<file path="config.mk">
export PLATFORM = sky130hd
export DESIGN_NAME = dual_speed_clkgen
export DESIGN_NICKNAME = d
export VERILOG_FILES = /design/src/rtl/clkgen_pkg.sv /design/src/rtl/src_select.sv /design/src/rtl/speed_sync.sv /design/src/rtl/periph_div.sv /design/src/rtl/cpu_div.sv /design/src/rtl/dual_speed_clkgen.sv
export SDC_FILE = /design/constraint.sdc
export NUM_CORES = 1
export LEC_CHECK = 0
export BUFFER_PORTS_ARGS = -buffer_cell sky130_fd_sc_hd__buf_2
export CAP_MARGIN = 20
export CELL_PAD_IN_SITES_DETAIL_PLACEMENT = 1
export CELL_PAD_IN_SITES_GLOBAL_PLACEMENT = 1
export CORE_MARGIN = 2
export CORE_UTILIZATION = 49
export DETAILED_ROUTE_END_ITERATION = 10
export HOLD_SLACK_MARGIN = 0.15
export PLACE_DENSITY_LB_ADDON = 0.1
export SLEW_MARGIN = 0
export SYNTH_ARGS = -nofsm -noshare
export SYNTH_HDL_FRONTEND = slang
export SYNTH_HIERARCHICAL = 1
export SYNTH_SLANG_ARGS = --single-unit
</file>
<file path="constraint.sdc">
create_clock -name clk -period 6.4 [get_ports clk]
set_clock_uncertainty 0.05 [all_clocks]
set_input_delay 0.96 -clock clk [delete_from_list [all_inputs] [get_ports clk]]
set_output_delay 0.96 -clock clk [all_outputs]
set_load 0.01 [all_outputs]
</file>
<file path="src/rtl/clkgen_pkg.sv">
package clkgen_pkg;
  localparam int FAST_HI_TICKS  = 2;
  localparam int FAST_C50_TICKS = 3;
  localparam int FAST_CYC_TICKS = 6;
  localparam int PER_HALF_TICKS = 6;
  localparam int MIN_LO_TICKS   = FAST_CYC_TICKS - FAST_HI_TICKS;
endpackage

</file>
<file path="src/rtl/src_select.sv">
module src_select (
  input  logic clk,
  input  logic rst,
  input  logic strap_ext,
  input  logic xtal_en,
  input  logic ext_en,
  output logic tick,
  output logic osc_out
);
  logic sel_q;
  logic osc_q;

  always_ff @(posedge clk) begin
    if (rst) begin
      sel_q <= 1'b0;
      osc_q <= 1'b0;
    end else begin
      sel_q <= strap_ext;
      if (xtal_en) osc_q <= ~osc_q;
    end
  end

  assign tick    = sel_q ? ext_en : xtal_en;
  assign osc_out = osc_q;

  // buffered crystal wave moves on every crystal enable
  assert_osc_toggle_R9: assert property (@(posedge clk) disable iff (rst)
    xtal_en |=> (osc_out != $past(osc_out)));
endmodule

</file>
<file path="src/rtl/speed_sync.sv">
module speed_sync #(
  parameter int STAGES = 2
) (
  input  logic clk,
  input  logic rst,
  input  logic speed_in,
  output logic speed_req
);
  generate
    if (STAGES == 1) begin : g_single
      logic s_q;
      always_ff @(posedge clk) begin
        if (rst) s_q <= 1'b1;
        else     s_q <= speed_in;
      end
      assign speed_req = s_q;
    end else begin : g_chain
      logic [STAGES-1:0] sh_q;
      always_ff @(posedge clk) begin
        if (rst) sh_q <= '1;
        else     sh_q <= {sh_q[STAGES-2:0], speed_in};
      end
      assign speed_req = sh_q[STAGES-1];
    end
  endgenerate
endmodule

</file>
<file path="src/rtl/periph_div.sv">
module periph_div #(
  parameter int HALF = 6
) (
  input  logic clk,
  input  logic rst,
  input  logic tick,
  output logic per_edge,
  output logic per_clk
);
  localparam int W = (HALF > 1) ? $clog2(HALF) : 1;
  localparam logic [W-1:0] LAST = W'(HALF - 1);

  logic [W-1:0] cnt_q;
  logic         per_q;

  assign per_edge = tick && (cnt_q == LAST);

  always_ff @(posedge clk) begin
    if (rst) begin
      cnt_q <= LAST;
      per_q <= 1'b0;
    end else if (tick) begin
      if (cnt_q == LAST) begin
        cnt_q <= '0;
        per_q <= ~per_q;
      end else begin
        cnt_q <= cnt_q + W'(1);
      end
    end
  end

  assign per_clk = per_q;

  // no tick, no peripheral edge
  assert_per_hold_R11: assert property (@(posedge clk) disable iff (rst)
    !tick |=> $stable(per_clk));
endmodule

</file>
<file path="src/rtl/cpu_div.sv">
module cpu_div
  import clkgen_pkg::*;
#(
  parameter int SLOW_DIV = 256
) (
  input  logic clk,
  input  logic rst,
  input  logic tick,
  input  logic per_edge,
  input  logic speed_req,
  output logic cpu_clk,
  output logic cpu_clk50
);
  localparam int SLOW_CYC = FAST_CYC_TICKS * SLOW_DIV;
  localparam int CW       = $clog2(SLOW_CYC + 1);
  typedef logic [CW-1:0] cnt_t;

  function automatic cnt_t hi_len(input logic f);
    return f ? cnt_t'(FAST_HI_TICKS) : cnt_t'(FAST_HI_TICKS * SLOW_DIV);
  endfunction

  function automatic cnt_t c50_len(input logic f);
    return f ? cnt_t'(FAST_C50_TICKS) : cnt_t'(FAST_C50_TICKS * SLOW_DIV);
  endfunction

  function automatic cnt_t cyc_len(input logic f);
    return f ? cnt_t'(FAST_CYC_TICKS) : cnt_t'(SLOW_CYC);
  endfunction

  logic fast_q, cpu_q, c50_q;
  cnt_t cnt_q;
  logic switch_now, mode_n, cpu_d, c50_d;
  cnt_t restart_cnt, natural_cnt, cnt_n;
  logic [2:0] since_q;

  always_comb begin
    switch_now = tick && per_edge && (speed_req != fast_q);
    mode_n     = switch_now ? speed_req : fast_q;
    if (cpu_q && c50_q)  restart_cnt = '0;
    else if (c50_q)      restart_cnt = hi_len(mode_n);
    else                 restart_cnt = c50_len(mode_n);
    natural_cnt = (cnt_q >= cyc_len(fast_q) - cnt_t'(1)) ? '0 : cnt_q + cnt_t'(1);
    cnt_n       = switch_now ? restart_cnt : natural_cnt;
    cpu_d       = cnt_n < hi_len(mode_n);
    c50_d       = cnt_n < c50_len(mode_n);
  end

  always_ff @(posedge clk) begin
    if (rst) begin
      fast_q <= 1'b1;
      cnt_q  <= cnt_t'(FAST_CYC_TICKS - 1);
      cpu_q  <= 1'b0;
      c50_q  <= 1'b0;
    end else if (tick) begin
      fast_q <= mode_n;
      cnt_q  <= cnt_n;
      cpu_q  <= cpu_d;
      c50_q  <= c50_d;
    end
  end

  assign cpu_clk   = cpu_q;
  assign cpu_clk50 = c50_q;

  // ticks spent at the present cpu_clk level, saturating
  always_ff @(posedge clk) begin
    if (rst) since_q <= 3'd7;
    else if (tick) begin
      if (cpu_d != cpu_q)     since_q <= 3'd1;
      else if (since_q != 3'd7) since_q <= since_q + 3'd1;
    end
  end

  // mode moves only on a peripheral edge
  assert_switch_on_per_edge_R6: assert property (@(posedge clk) disable iff (rst)
    !(tick && per_edge) |=> (fast_q == $past(fast_q)));
  // companion rises only together with the CPU clock
  assert_c50_rise_R3: assert property (@(posedge clk) disable iff (rst)
    $rose(cpu_clk50) |-> $rose(cpu_clk));
  // companion still high when the CPU clock falls
  assert_c50_on_fall_R3: assert property (@(posedge clk) disable iff (rst)
    $fell(cpu_clk) |-> cpu_clk50);
  // minimum high width
  assert_min_high_R7: assert property (@(posedge clk) disable iff (rst)
    (tick && cpu_q && !cpu_d) |-> (since_q >= 3'(FAST_HI_TICKS)));
  // minimum low width
  assert_min_low_R7: assert property (@(posedge clk) disable iff (rst)
    (tick && !cpu_q && cpu_d) |-> (since_q >= 3'(MIN_LO_TICKS)));
  // no tick, CPU pair holds
  assert_cpu_hold_R11: assert property (@(posedge clk) disable iff (rst)
    !tick |=> ($stable(cpu_clk) && $stable(cpu_clk50)));
endmodule

</file>
<file path="src/rtl/dual_speed_clkgen.sv">
module dual_speed_clkgen
  import clkgen_pkg::*;
#(
  parameter int SLOW_DIV    = 256,
  parameter int SYNC_STAGES = 2
) (
  input  logic clk,
  input  logic rst,
  input  logic strap_ext,
  input  logic xtal_en,
  input  logic ext_en,
  input  logic speed_fast,
  output logic cpu_clk,
  output logic cpu_clk50,
  output logic per_clk,
  output logic osc_out
);
  logic tick, per_edge, speed_req;

  src_select u_src (
    .clk(clk), .rst(rst), .strap_ext(strap_ext), .xtal_en(xtal_en),
    .ext_en(ext_en), .tick(tick), .osc_out(osc_out)
  );

  speed_sync #(.STAGES(SYNC_STAGES)) u_sync (
    .clk(clk), .rst(rst), .speed_in(speed_fast), .speed_req(speed_req)
  );

  periph_div #(.HALF(PER_HALF_TICKS)) u_per (
    .clk(clk), .rst(rst), .tick(tick), .per_edge(per_edge), .per_clk(per_clk)
  );

  cpu_div #(.SLOW_DIV(SLOW_DIV)) u_cpu (
    .clk(clk), .rst(rst), .tick(tick), .per_edge(per_edge),
    .speed_req(speed_req), .cpu_clk(cpu_clk), .cpu_clk50(cpu_clk50)
  );
endmodule

</file>
=== Word-level counts from Yosys, hierarchy flattened ===
Cells that the tools add are included.

* Add/sub/neg operators: 3
* Magnitude comparators: 3
* Eq/ne operators: 2
* Mux-type cells: 10
* Bitwise logic cells: 2
* Reductions and logical operators: 5

{| class="wikitable"
|+ Operators by type and width
! cell !! count
|-
| 11-bit two-way mux || 5
|-
| 11-bit < comparator || 2
|-
| 10-bit two-way mux || 2
|-
| 11-bit by 1-bit adder with 11-bit output (second input constant) || 1
|-
| 11-bit greater-or-equal comparator || 1
|-
| 11-bit by 1-bit subtractor with 11-bit output (second input constant) || 1
|-
| 1-bit logical AND || 4
|-
| 3-bit by 1-bit adder with 3-bit output (second input constant) || 1
|-
| 3-bit equality test (second input constant) || 1
|-
| 3-bit two-way mux || 1
|-
| 1-bit two-way mux || 2
|-
| 1-bit NOT || 2
|-
| 2-bit AND reduction || 1
|-
| 1-bit != test || 1
|}

* Flip-flop bits (word level): 22
* Input bits: 6
* Output and inout bits: 4

=== Logic depth before layout (Yosys ltp) ===
Gate-level depths: netlist (run 1).

* Depth after elaboration: 10
* Mapped depth: 11

=== Modules after synthesis ===
The synthesis (run 1) kept the hierarchy.

{| class="wikitable"
|+ Modules (own cells, without submodules)
! module !! times used !! cells each !! area each (µm²) !! seq. area each (µm²)
|-
| cpu_div || 1 || 145 || 1223.7 || 280.3
|-
| periph_div || 1 || 16 || 181.4 || 80.1
|-
| src_select || 1 || 6 || 73.8 || 40.0
|-
| speed_sync || 1 || 4 || 52.6 || 40.0
|}

=== Worst setup path after synthesis (run 1) ===
No wires, ideal clock.

* Kind: in2reg
* From: in xtal_en
* To: reg u_cpu.c50_q, in the netlist u_cpu/cpu_clk50
* Setup time: 0.078 ns
* Data arrival time: 3.256 ns
* Data required time: 6.272 ns
* Path slack: 3.016 ns
* Stages: 11
* Path buffers: 0
* Cells stage by stage: mux2_4 > and4b_4 > nand2_1 > a21oi_1 > a211o_1 > or2_4 > o21ai_0 > ha_1 > a2111oi_0 > o21ai_1 > a32oi_1

* Cells in the longest elaborated chain, start to end: 10
* Elaborated cells on any way between the ends: 11
* Classes of those cells: 1 x order compare; 7 x mux; 3 x reduce/logical

{| class="wikitable"
|+ Ends and longest elaborated chain
! what !! line !! text
|-
| start, declared || dual_speed_clkgen.sv:10 || <nowiki>input logic xtal_en,</nowiki>
|-
| 1-bit two-way mux * || src_select.sv:23 || <nowiki>assign tick = sel_q ? ext_en : xtal_en;</nowiki>
|-
| 1-bit logical AND * || periph_div.sv:16 || <nowiki>assign per_edge = tick && (cnt_q == LAST);</nowiki>
|-
| net per_edge || dual_speed_clkgen.sv:18 || <nowiki>logic tick, per_edge, speed_req;</nowiki>
|-
| 1-bit logical AND * (2 in a row) || cpu_div.sv:37 || <nowiki>switch_now = tick && per_edge && (speed_req != fast_q);</nowiki>
|-
| 1-bit two-way mux || cpu_div.sv:38 || <nowiki>mode_n = switch_now ? speed_req : fast_q;</nowiki>
|-
| 10-bit two-way mux (on tied branches) || cpu_div.sv:23, cpu_div.sv:19 ||
|-
| 11-bit two-way mux || cpu_div.sv:40 || <nowiki>else if (c50_q) restart_cnt = hi_len(mode_n);</nowiki>
|-
| 11-bit two-way mux || cpu_div.sv:39 || <nowiki>if (cpu_q && c50_q) restart_cnt = '0;</nowiki>
|-
| 11-bit two-way mux * || cpu_div.sv:43 || <nowiki>cnt_n = switch_now ? restart_cnt : natural_cnt;</nowiki>
|-
| net u_cpu.cnt_n[9] || cpu_div.sv:33 || <nowiki>cnt_t restart_cnt, natural_cnt, cnt_n;</nowiki>
|-
| 11-bit < comparator * || cpu_div.sv:45 || <nowiki>c50_d = cnt_n < c50_len(mode_n);</nowiki>
|-
| end signal, assigned || cpu_div.sv:53 || <nowiki>c50_q <= 1'b0;</nowiki>
|-
| end signal, assigned || cpu_div.sv:58 || <nowiki>c50_q <= c50_d;</nowiki>
|-
| end, declared || cpu_div.sv:30 || <nowiki>logic fast_q, cpu_q, c50_q;</nowiki>
|}

Mark *: on every way through the listed nets, which the timed path passes. The rest lies on a longest branch.
A chain may end at the register's enable or synchronous reset.

=== Final worst setup path (run 1) ===
* From: in xtal_en
* To: reg u_cpu.c50_q, in the netlist u_cpu/cpu_clk50

* Cells in the longest elaborated chain, start to end: 10
* Elaborated cells on any way between the ends: 11
* Classes of those cells: 1 x order compare; 7 x mux; 3 x reduce/logical

{| class="wikitable"
|+ Ends and longest elaborated chain
! what !! line
|-
| 1-bit two-way mux * || src_select.sv:23
|-
| net tick || dual_speed_clkgen.sv:18
|-
| 1-bit logical AND * || periph_div.sv:16
|-
| net per_edge || dual_speed_clkgen.sv:18
|-
| 1-bit logical AND * (2 in a row) || cpu_div.sv:37
|-
| 1-bit two-way mux || cpu_div.sv:38
|-
| 10-bit two-way mux (on tied branches) || cpu_div.sv:23, cpu_div.sv:19
|-
| 11-bit two-way mux || cpu_div.sv:40
|-
| 11-bit two-way mux || cpu_div.sv:39
|-
| 11-bit two-way mux * || cpu_div.sv:43
|-
| net u_cpu.cnt_n[9] || cpu_div.sv:33
|-
| 11-bit < comparator * || cpu_div.sv:45
|}

Marked as above.

==> flow_summary.toml, run 1 <==
[placed_design]
port_buffers = 9
place_ws_ps = 2350
routabilityCongestion = 0.913
hpwl_um = 2880

[pwr]
p_per_area_mw_per_mm2 = 218
vdd.ir_drop.worst_mv = 0.143
power_leakage_nw = 0.659

[sta]
whs_ps = 369
fmax_ghz = 0.268
period_needed_ps = 3740
finalSetupViolCount = 0
hold_viol = 0
drv_slew = 0
final.setup.worst_slack_ps = 2660
rsz0062_at_grt = "false"
finalCritPeriodShare_pct = 58.4
slew_headroom_pct = 53.7
finalSetupTns_ps = 0
worst_slew_pin_slew_ps = 695

[floorplanning]
io_pins = 10
design.core.area_mm2 = 0.00300
dieArea_mm2 = 0.00359
rows = 20
fp.dieH_um = 59.9
start_util_pct = 51.0
die_w_um = 59.9

[yosys]
synth_seq_area_share_pct = 28.8
syn_inst = 171
ys.flop_type = "dfxtp_1"
ys_warn_count = 6
synth_cell_types = 54
synth_seq_cells = 22
avgSynthCellArea_um2 = 8.96
synth_nets = 190
synthArstFlopShare_pct = 0
synth_area_mm2 = 0.00153
synth_edf_count = 0

[clock_tree]
cts-root-buf = "clkbuf_4"
clk_pin_slew_ps = 110
cts_buffers = 3
cts_tree = "yes"
cts.path.max_buffers = 2
cts_resized = 0
cts.sinks = 22
postCtsSetupBuffers = 0
clk_latency_ps = 320
hold_buffers = 0
htree_levels = 1

[routing]
wl_met3_um = 138
dr_wl_met2_um = 1980
wl_met1_um = 1820
routed_wl_um = 3980
vias = 1389
drt_iter0_drc = 41
topRoutingLayerUsed = "met4"
first_pass_iters = 4
wl_per_cell_um = 19.0
via_per_inst = 6.61
ant_nets = 0
drc = 0

[layout]
final_core_util_pct = 53.8
synthToLayoutAreaGrowth_pct = 5.39
drive_above_1_share_pct = 15.3
nets = 197
diodes = 0

[critical_path]
slowest_delay_ps = 470
crit_type = "input pin to register"
required_ps = 6600
r2r_end = "u_cpu/cpu_clk50"
start_kind = "input pin"
crit_chain = "buf_2, mux2_4, and4b_4, nand2_1, a21oi_1, a211o_1, or2_4, o21ai_0, ha_1, a2111oi_0, o21ai_1, a32oi_1"
rr_startpoint = "u_src/sel_q"
worstPathArrival_ps = 3930
critPathLaunch = "xtal_en"
crit_path_end_kind = "register"
cp-endpoint = "u_cpu/cpu_clk50"
r2r_cells = 11
critPathMaxFanout = 25
crit_slowest_cell = "a211o_1"
rrSetupSlack_ps = 3030

[run_status]
status = "finished clean"

[global_route]
grt_use_total_pct = 24.9
antenna_found_initial = 0
grt_max_degree = 26
grt_pass1_vias = 1348
grt_pass1_wl_um = 6640
grt-ovfl-total = 0

[worst_hold_path]
min_path_type = "register to register"

[run]
cap_violations = 0
==> power by group <==
group	switching, W	internal, W
sequential	0.0000136	0.000147
combinational	0.0000654	0.0000481
clock	0.0000433	0.0000348
total	0.000122	0.000230
==> metrics by stage <==
stage,total power [W],cells,instance area (um^2)
final,0.000352,210,1610
after global routing,0.000375,210,1610
after CTS,0.000358,210,1610
after detailed placement,0.000275,206,1580
after global placement,0.000272,206,1580
after floorplan,0.000247,171,1530
==> cell usage in the layout, fill, tap and decap left out, types with 2 or more instances in the layout <==
| master | count |
|---|---|
| or3_1 | 4 |
| inv_1 | 6 |
| nand3_1 | 3 |
| mux2_4 | 2 |
| xnor2_1 | 5 |
| o21ai_1 | 2 |
| a22oi_1 | 2 |
| buf_2 | 9 |
| a21o_1 | 2 |
| and2_1 | 3 |
| clkbuf_4 | 3 |
| a21oi_1 | 10 |
| a211o_1 | 5 |
| a31oi_1 | 2 |
| nor2b_1 | 4 |
| dfxtp_1 | 22 |
| a32oi_1 | 3 |
| nand2_1 | 8 |
| nand4_1 | 3 |
| o31ai_1 | 5 |
| ha_1 | 13 |
| or2_1 | 3 |
| nand4b_1 | 4 |
| o21ai_0 | 7 |
| and3_1 | 5 |
| nor2_1 | 10 |
| nand2b_1 | 3 |
| nor3_1 | 4 |
==> logic make-up (layout without fill, tap and decap cells) <==
kind of cell	count (synthesis)	in the layout	synth area share (%)
AO/OA/AOI/OAI	50	50	24.3
XOR/XNOR	6	6	3.43
adder cells (fa/ha/maj)	13	13	10.6
buffers and inverters	13	19	4.08
flip-flops	22	22	28.8
multiplexers	3	3	2.61
AND/OR/NAND/NOR	64	64	26.1
==> final cells by class <==
class / instances / area [um^2]
fillers: 371 / 1390
multi-input cells: 136 / 1030
flip-flops and latches: 22 / 440
repair buffers: 9 / 45.0
well taps: 33 / 41.3
clock buffers: 4 / 36.3
inverters: 6 / 22.5
==> cells in the mapped netlist (all sizes together), types with 2 or more instances <==
library cell / n / share of area [%]
nand2: 8 / 2.0
a221oi: 2 / 1.6
and2: 3 / 1.2
nand4: 3 / 1.2
or2: 5 / 2.2
nand2b: 3 / 1.2
a32oi: 3 / 1.7
a21o: 2 / 0.98
xnor2: 5 / 2.9
clkbuf: 3 / 0.74
nor3: 5 / 2.0
nand4b: 4 / 2.3
nor2b: 4 / 1.6
dfxtp: 22 / 29
a31oi: 2 / 0.82
a21oi: 11 / 3.8
ha: 13 / 11
a211o: 5 / 2.9
a22oi: 2 / 0.98
inv: 6 / 1.5
nor2: 11 / 3.2
o21ai: 9 / 2.9
and4b: 2 / 1.6
buf: 4 / 1.9
or3: 4 / 1.6
and3: 5 / 2.0
nand3: 3 / 0.98
mux2: 2 / 2.0
o31ai: 5 / 2.5
==> critical path, delay by kind of cell <==
| kind | cells | cell delay (ps) |
|---|---|---|
| compound gates | 6 | 1430 |
| mux | 1 | 390 |
| buf+inv | 1 | 110 |
| simple gates | 3 | 760 |
| fa+ha+maj | 1 | 300 |
==> state kept, by name, summed over array words and instances, names as in the netlist <==
name / count
u_per/per_clk: 1
u_cpu/cnt_q: 11
u_src/sel_q: 1
u_cpu/fast_q: 1
u_cpu/cpu_clk50: 1
u_src/osc_out: 1
u_sync/g_chain.sh_q: 2
u_cpu/cpu_clk: 1
u_per/cnt_q: 3
==> routing by layer <==
metal  vias to the layer above  track usage, %
met2                        29            41.3
met1                       687            32.9
met4                         0            8.57
met3                         5            3.46
met5                         -               0
li1                        668               -
==> how the worst min path moves through the flow <==
stage                      startpoint                endpoint  slack, ps  cells past startpoint
6_report       u_sync/g_chain.sh_q[0]  u_sync/g_chain.sh_q[1]        370                      1
5_1_grt        u_sync/g_chain.sh_q[0]  u_sync/g_chain.sh_q[1]        400                      1
4_1_cts        u_sync/g_chain.sh_q[0]  u_sync/g_chain.sh_q[1]        380                      1
3_5_place_dp   u_sync/g_chain.sh_q[0]  u_sync/g_chain.sh_q[1]        350                      1
3_3_place_gp   u_sync/g_chain.sh_q[0]  u_sync/g_chain.sh_q[1]        340                      1
2_1_floorplan  u_sync/g_chain.sh_q[0]  u_sync/g_chain.sh_q[1]        330                      1
Note: power is estimated with default switching activity, not from simulation.
==> run 2: changes to the inputs <==
--- a/config.mk
+++ b/config.mk
@@ -10,7 +10,7 @@
 export CELL_PAD_IN_SITES_DETAIL_PLACEMENT = 1
 export CELL_PAD_IN_SITES_GLOBAL_PLACEMENT = 1
 export CORE_MARGIN = 2
-export CORE_UTILIZATION = 49
+export CORE_UTILIZATION = 46
 export DETAILED_ROUTE_END_ITERATION = 10
 export HOLD_SLACK_MARGIN = 0.15
 export PLACE_DENSITY_LB_ADDON = 0.1
==> constraint.sdc (replaced) <==
create_clock -name clk -period 3.5 [get_ports clk]
set_clock_uncertainty 0.05 [all_clocks]
set_input_delay 0.525 -clock clk [delete_from_list [all_inputs] [get_ports clk]]
set_output_delay 0.525 -clock clk [all_outputs]
set_load 0.01 [all_outputs]
==> flow_summary.toml, run 2 (same netlist as run 1, synthesis figures left out) <==
[run_status]
status = "finished clean"

[placed_design]
placed_area_mm2 = 0.00162
routabilityCongestion = 0.823
place_ws_ps = 139
hpwl_um = 3130
port_buffers = 9
placedCellCount = 221

[critical_path]
crit_family = "compound AO/OA/AOI/OAI gates"
crit_path_frequent_cell = "ha_1"
required_ps = 3700
crit_path_end_kind = "register"
crit_slowest_cell = "dfxtp_1"
critPathMaxFanout = 6
path_buf_inv = 0
crit_chain = "ha_1, and3_1, a221oi_2, a21oi_2, or2_4, o21ai_0, ha_1, a2111oi_0, o21ai_1, a32oi_1"
crit_type = "register to register"
worstPathArrival_ps = 3340
slowest_delay_ps = 490
start_kind = "register"

[layout]
register_area_um2 = 442
final_cell_mix = "dfxtp_1 (21), ha_1 (13), a21oi_1 (10), nor2_1 (10), buf_2 (9)"
mostFrequentLayoutCell = "dfxtp_1"
fin_cells = 225
top_regs = "u_cpu/cnt_q: 11 flops, u_per/cnt_q: 3 flops, u_sync/g_chain.sh_q: 2 flops"
fillers = 380
regMostFlops = "u_cpu/cnt_q"
synthToLayoutAreaGrowth_pct = 8.33
largest_reg_flops = 11
multi_input_area_mm2 = 0.00103
diodes = 0
final_area_mm2 = 0.00166
nets = 201
drive_above_1_share_pct = 17.7

[clock_tree]
cts.sinks = 22
cts_tree = "yes"
clk_latency_ps = 320
htree_levels = 1
cts_buffers = 3
cts.path.max_buffers = 2
cts-root-buf = "clkbuf_4"
postCtsSetupBuffers = 0
clk_pin_slew_ps = 140

[sta]
period_needed_ps = 3150
slew_headroom_pct = 71.6
drv_slew = 0
hold_viol = 0
rsz0062_at_grt = "false"
finalCritPeriodShare_pct = 89.9
fmax_ghz = 0.318
worst_slew_pin_slew_ps = 426
final.setup.worst_slack_ps = 354
finalSetupTns_ps = 0
finalSetupViolCount = 0

[routing]
drc = 0
wl_per_cell_um = 18.8
topRoutingLayerUsed = "met4"
vias = 1435
drt_iter0_drc = 84
wl_met1_um = 1990
wl_met3_um = 141
via_per_inst = 6.38
dr_wl_met2_um = 2020
routed_wl_um = 4230
ant_nets = 0
first_pass_iters = 4

[floorplanning]
start_util_pct = 49.4
io_pins = 10
dieArea_mm2 = 0.00381
design.core.area_mm2 = 0.00310
die_w_um = 61.7
rows = 20
fp.dieH_um = 61.7

[worst_hold_path]
min_path_type = "input pin to register"

[run]
cap_violations = 0

[pwr]
vdd.ir_drop.worst_mv = 0.258
p_per_area_mw_per_mm2 = 399
power_leakage_nw = 0.679
p_total_w = 0.000662

[global_route]
grt_use_total_pct = 25.2
grt_pass1_vias = 1481
grt_pass1_wl_um = 7090
antenna_found_initial = 0
grt-ovfl-total = 0
grt_max_degree = 24
run 2: changes by cell type in the layout (fill, tap and decap cells not counted), sizes merged:
cell / previous run / this run
buf: 9 / 13
run 2: repair_timing:
action	in CTS	in global routing
hold buffers	0	0
endpoints found under the setup margin	0	1
hold endpoints to repair	0	0
gates resized for setup	0	1
run 2: layout make-up:
class                   instances  area share, %
well taps                      44           3.32
inverters                       6           1.36
clock buffers                   4           2.19
repair buffers                 13           4.52
multi-input cells             136           62.0
flip-flops and latches         22           26.6
run 2: final timing paths:
kind	to	slack (ps)	startpoint	cells past startpoint
setup / recovery	u_cpu/cpu_clk50	350	u_cpu/cnt_q[6]	10
hold / removal	u_sync/g_chain.sh_q[0]	330	speed_fast	2
setup reg to reg	u_cpu/cpu_clk50	350	u_cpu/cnt_q[6]	10
hold reg to reg	u_sync/g_chain.sh_q[1]	380	u_sync/g_chain.sh_q[0]	1
run 2: metrics by stage:
| stage | hold slack (ps) | utilization, % |
|---|---|---|
| after floorplan | 333 | - |
| after global placement | 343 | 52.3 |
| after detailed placement | 347 | 52.3 |
| after CTS | 323 | 53.4 |
| after global routing | 322 | 53.5 |
| final | 332 | 53.5 |
run 2: routing by layer:
metal / up-vias / global-route usage, %
li1: 674 / -
met2: 33 / 43.8
met5: - / 0
met3: 8 / 2.48
met4: 0 / 6.69
met1: 720 / 33.6
run 2: worst register-to-register path, cell delays in order, from the launching register on:
cell	delay, ps
dfxtp_1	490
ha_1	310
and3_1	210
a221oi_2	290
a21oi_2	170
or2_4	310
o21ai_0	220
ha_1	310
a2111oi_0	430
o21ai_1	130
a32oi_1	150
run 2: power by group:
group	internal, W	total (W)	switching (W)
clock	0.0000635	0.000151	0.0000871
sequential	0.000269	0.000295	0.0000255
combinational	0.0000946	0.000216	0.000122
total	0.000427	0.000662	0.000234
==> run 3: changes to the inputs <==
--- a/config.mk
+++ b/config.mk
@@ -5,12 +5,13 @@
 export SDC_FILE = /design/constraint.sdc
 export NUM_CORES = 1
 export LEC_CHECK = 0
+export ABC_AREA = 1
 export BUFFER_PORTS_ARGS = -buffer_cell sky130_fd_sc_hd__buf_2
 export CAP_MARGIN = 20
 export CELL_PAD_IN_SITES_DETAIL_PLACEMENT = 1
 export CELL_PAD_IN_SITES_GLOBAL_PLACEMENT = 1
 export CORE_MARGIN = 2
-export CORE_UTILIZATION = 46
+export CORE_UTILIZATION = 43
 export DETAILED_ROUTE_END_ITERATION = 10
 export HOLD_SLACK_MARGIN = 0.15
 export PLACE_DENSITY_LB_ADDON = 0.1
==> constraint.sdc (replaced) <==
create_clock -name clk -period 3.5 [get_ports clk]
set_clock_uncertainty 0.05 [all_clocks]
set_input_delay 1.05 -clock clk [delete_from_list [all_inputs] [get_ports clk]]
set_output_delay 1.05 -clock clk [all_outputs]
set_load 0.01 [all_outputs]
==> flow_summary.toml, run 3 <==
[routing]
routed_wl_um = 4110
drt_iter0_drc = 53
ant_nets = 0
wl_per_cell_um = 13.1
vias = 1545
first_pass_iters = 4
via_per_inst = 4.92
drc = 0

[sta]
drv_slew = 0
slew_headroom_pct = 66.7
worst_slew_pin_slew_ps = 500
finalSetupTns_ps = 0
period_needed_ps = 3100
rsz0062_at_grt = "false"
fmax_ghz = 0.323
hold_viol = 0
finalSetupViolCount = 0
finalCritPeriodShare_pct = 88.5

[yosys]
synth_most_common_cell = "nand2_1"
synth_top_cells_by_count = "nand2_1 (66), inv_1 (38), nor2_1 (26), dfxtp_1 (22), a21oi_1 (17)"
synth_edf_count = 0
yosysTopAreaCell = "dfxtp_1"
avgSynthCellArea_um2 = 6.49
synth_cell_types = 31
synth_area_mm2 = 0.00165
ys_warn_count = 6
synth_seq_cells = 22
ys.flop_type = "dfxtp_1"
syn_inst = 254
synth_nets = 273
synth_area_leaders = "dfxtp_1 (27%), nand2_1 (15%), ha_1 (9.9%), inv_1 (8.7%), nor2_1 (5.9%)"
synth_top_area_share_pct = 26.7
synth_seq_area_share_pct = 26.7
synthArstFlopShare_pct = 0

[critical_path]
start_kind = "input pin"
required_ps = 3650
r2r_end = "u_cpu/cpu_clk50"
worstPathArrival_ps = 3250
critPathMaxFanout = 5
crit_path_end_kind = "register"
crit_type = "input pin to register"
rr_startpoint = "u_cpu/fast_q"
r2r_cells = 16
rrSetupSlack_ps = 820

[global_route]
antenna_found_initial = 0
grt_pass1_vias = 1645
grt_use_total_pct = 21.4
grt_max_degree = 20
grt-ovfl-total = 0
grt_pass1_wl_um = 7220

[floorplanning]
dieArea_mm2 = 0.00434
design.core.area_mm2 = 0.00366
io_pins = 10
die_w_um = 65.9
start_util_pct = 45.0
fp.dieH_um = 65.9
rows = 22

[layout]
fin_cells = 314
diodes = 0
fillers = 520
synthToLayoutAreaGrowth_pct = 9.64
regMostFlops = "u_cpu/cnt_q"
largest_reg_flops = 11
mostFrequentLayoutCell = "nand2_1"
drive_above_1_share_pct = 17.3
nets = 286
final_cell_mix = "nand2_1 (66), inv_1 (38), nor2_1 (26)"
final_core_util_pct = 49.4
top_regs = "u_cpu/cnt_q: 11 flops, u_per/cnt_q: 3 flops, u_sync/g_chain.sh_q: 2 flops"

[clock_tree]
cts.sinks = 22
cts-root-buf = "clkbuf_8"
hold_buffers = 0
cts_tree = "yes"
htree_levels = 1
cts_resized = 0
clk_pin_slew_ps = 80
clk_latency_ps = 260
cts_buffers = 3
postCtsSetupBuffers = 0
cts.path.max_buffers = 2

[pwr]
vdd.ir_drop.worst_mv = 0.169
p_sw_share_pct = 38.6
combPwrFrac_pct = 37.5
power_leakage_nw = 0.955
switching_power_w = 0.000304
p_per_area_mw_per_mm2 = 435
seq_power_share_pct = 38.9
internal_power_w = 0.000483
pwr-share-clk_pct = 23.5

[placed_design]
port_buffers = 9
routabilityCongestion = 0.798
placedCellCount = 310
hpwl_um = 3270

[worst_hold_path]
whs_endpoint = "u_sync/g_chain.sh_q[1]"
hold_start = "u_sync/g_chain.sh_q[0]"
min_path_type = "register to register"
hold_depth = 2

[run]
cap_violations = 0

[run_status]
status = "finished clean"
[run 3: power by group through the flow]
stage	Combinational (W)	Clock (W)	Sequential (W)
floorplan	0.000229	0	0.000303
global placement	0.000291	0	0.000311
detailed placement	0.000297	0	0.000312
CTS	0.000299	0.000191	0.000306
global route	0.000340	0.000200	0.000311
finish	0.000295	0.000185	0.000306
[run 3: final cells by class]
class | instances | area [um^2] | share of cell area [%]
clock buffers | 4 | 55.1 | 3.05
inverters | 45 | 169 | 9.35
multi-input cells | 184 | 1020 | 56.6
flip-flops and latches | 22 | 440 | 24.4
well taps | 48 | 60.1 | 3.32
repair buffers | 11 | 60.1 | 3.32
[run 3: cell families (layout without fill, tap and decap cells)]
family,count (synthesis),in the layout,synth area share [%]
AND/OR/NAND/NOR,126,126,35.6
buffers and inverters,48,60,11.2
AO/OA/AOI/OAI,40,40,13.9
flip-flops,22,22,26.7
adder cells (fa/ha/maj),13,13,9.87
XOR/XNOR,5,5,2.66
[run 3: metrics by stage]
stage / total power (W) / cell area (um^2) / setup slack [ps] / hold WS (ps)
CTS: 0.000795 / 1810 / 382 / 383
detailed placement: 0.000609 / 1750 / 114 / 359
finish: 0.000786 / 1810 / 403 / 378
global route: 0.000851 / 1810 / 43.3 / 406
floorplan: 0.000533 / 1650 / 412 / 337
global placement: 0.000602 / 1750 / 259 / 353
[run 3: critical path, stage by stage]
cell	delay (ps)
buf_2	100
inv_1	40
o21ai_1	150
nand2_1	110
inv_2	90
nand2_2	60
inv_1	50
nand2_1	80
inv_2	80
nand2_2	100
inv_1	140
o21ai_0	100
nand2_1	100
inv_1	50
ha_1	160
or2_2	290
nor2_1	140
nand2_1	70
nor2_1	110
nand2_1	70
a21oi_2	110
[run 3: how the worst max path moves through the flow]
stage | slack (ps) | endpoint | depth (start not counted) | start
4_1_cts | 380 | u_cpu/cpu_clk50 | 21 | xtal_en
3_3_place_gp | 260 | u_cpu/cpu_clk50 | 21 | xtal_en
6_report | 400 | u_cpu/cpu_clk50 | 21 | xtal_en
2_1_floorplan | 410 | u_cpu/cpu_clk50 | 20 | xtal_en
5_1_grt | 40 | u_cpu/cpu_clk50 | 21 | xtal_en
3_5_place_dp | 110 | u_cpu/cpu_clk50 | 21 | xtal_en
[run 3: per-layer routing]
metal | vias up | global-route usage, % | routed length (um)
met2 | 18 | 38.9 | 2000
li1 | 820 | - | -
met3 | 6 | 2.04 | 101
met1 | 701 | 26.4 | 1920
met5 | - | 0 | 0
met4 | 0 | 6.51 | 83
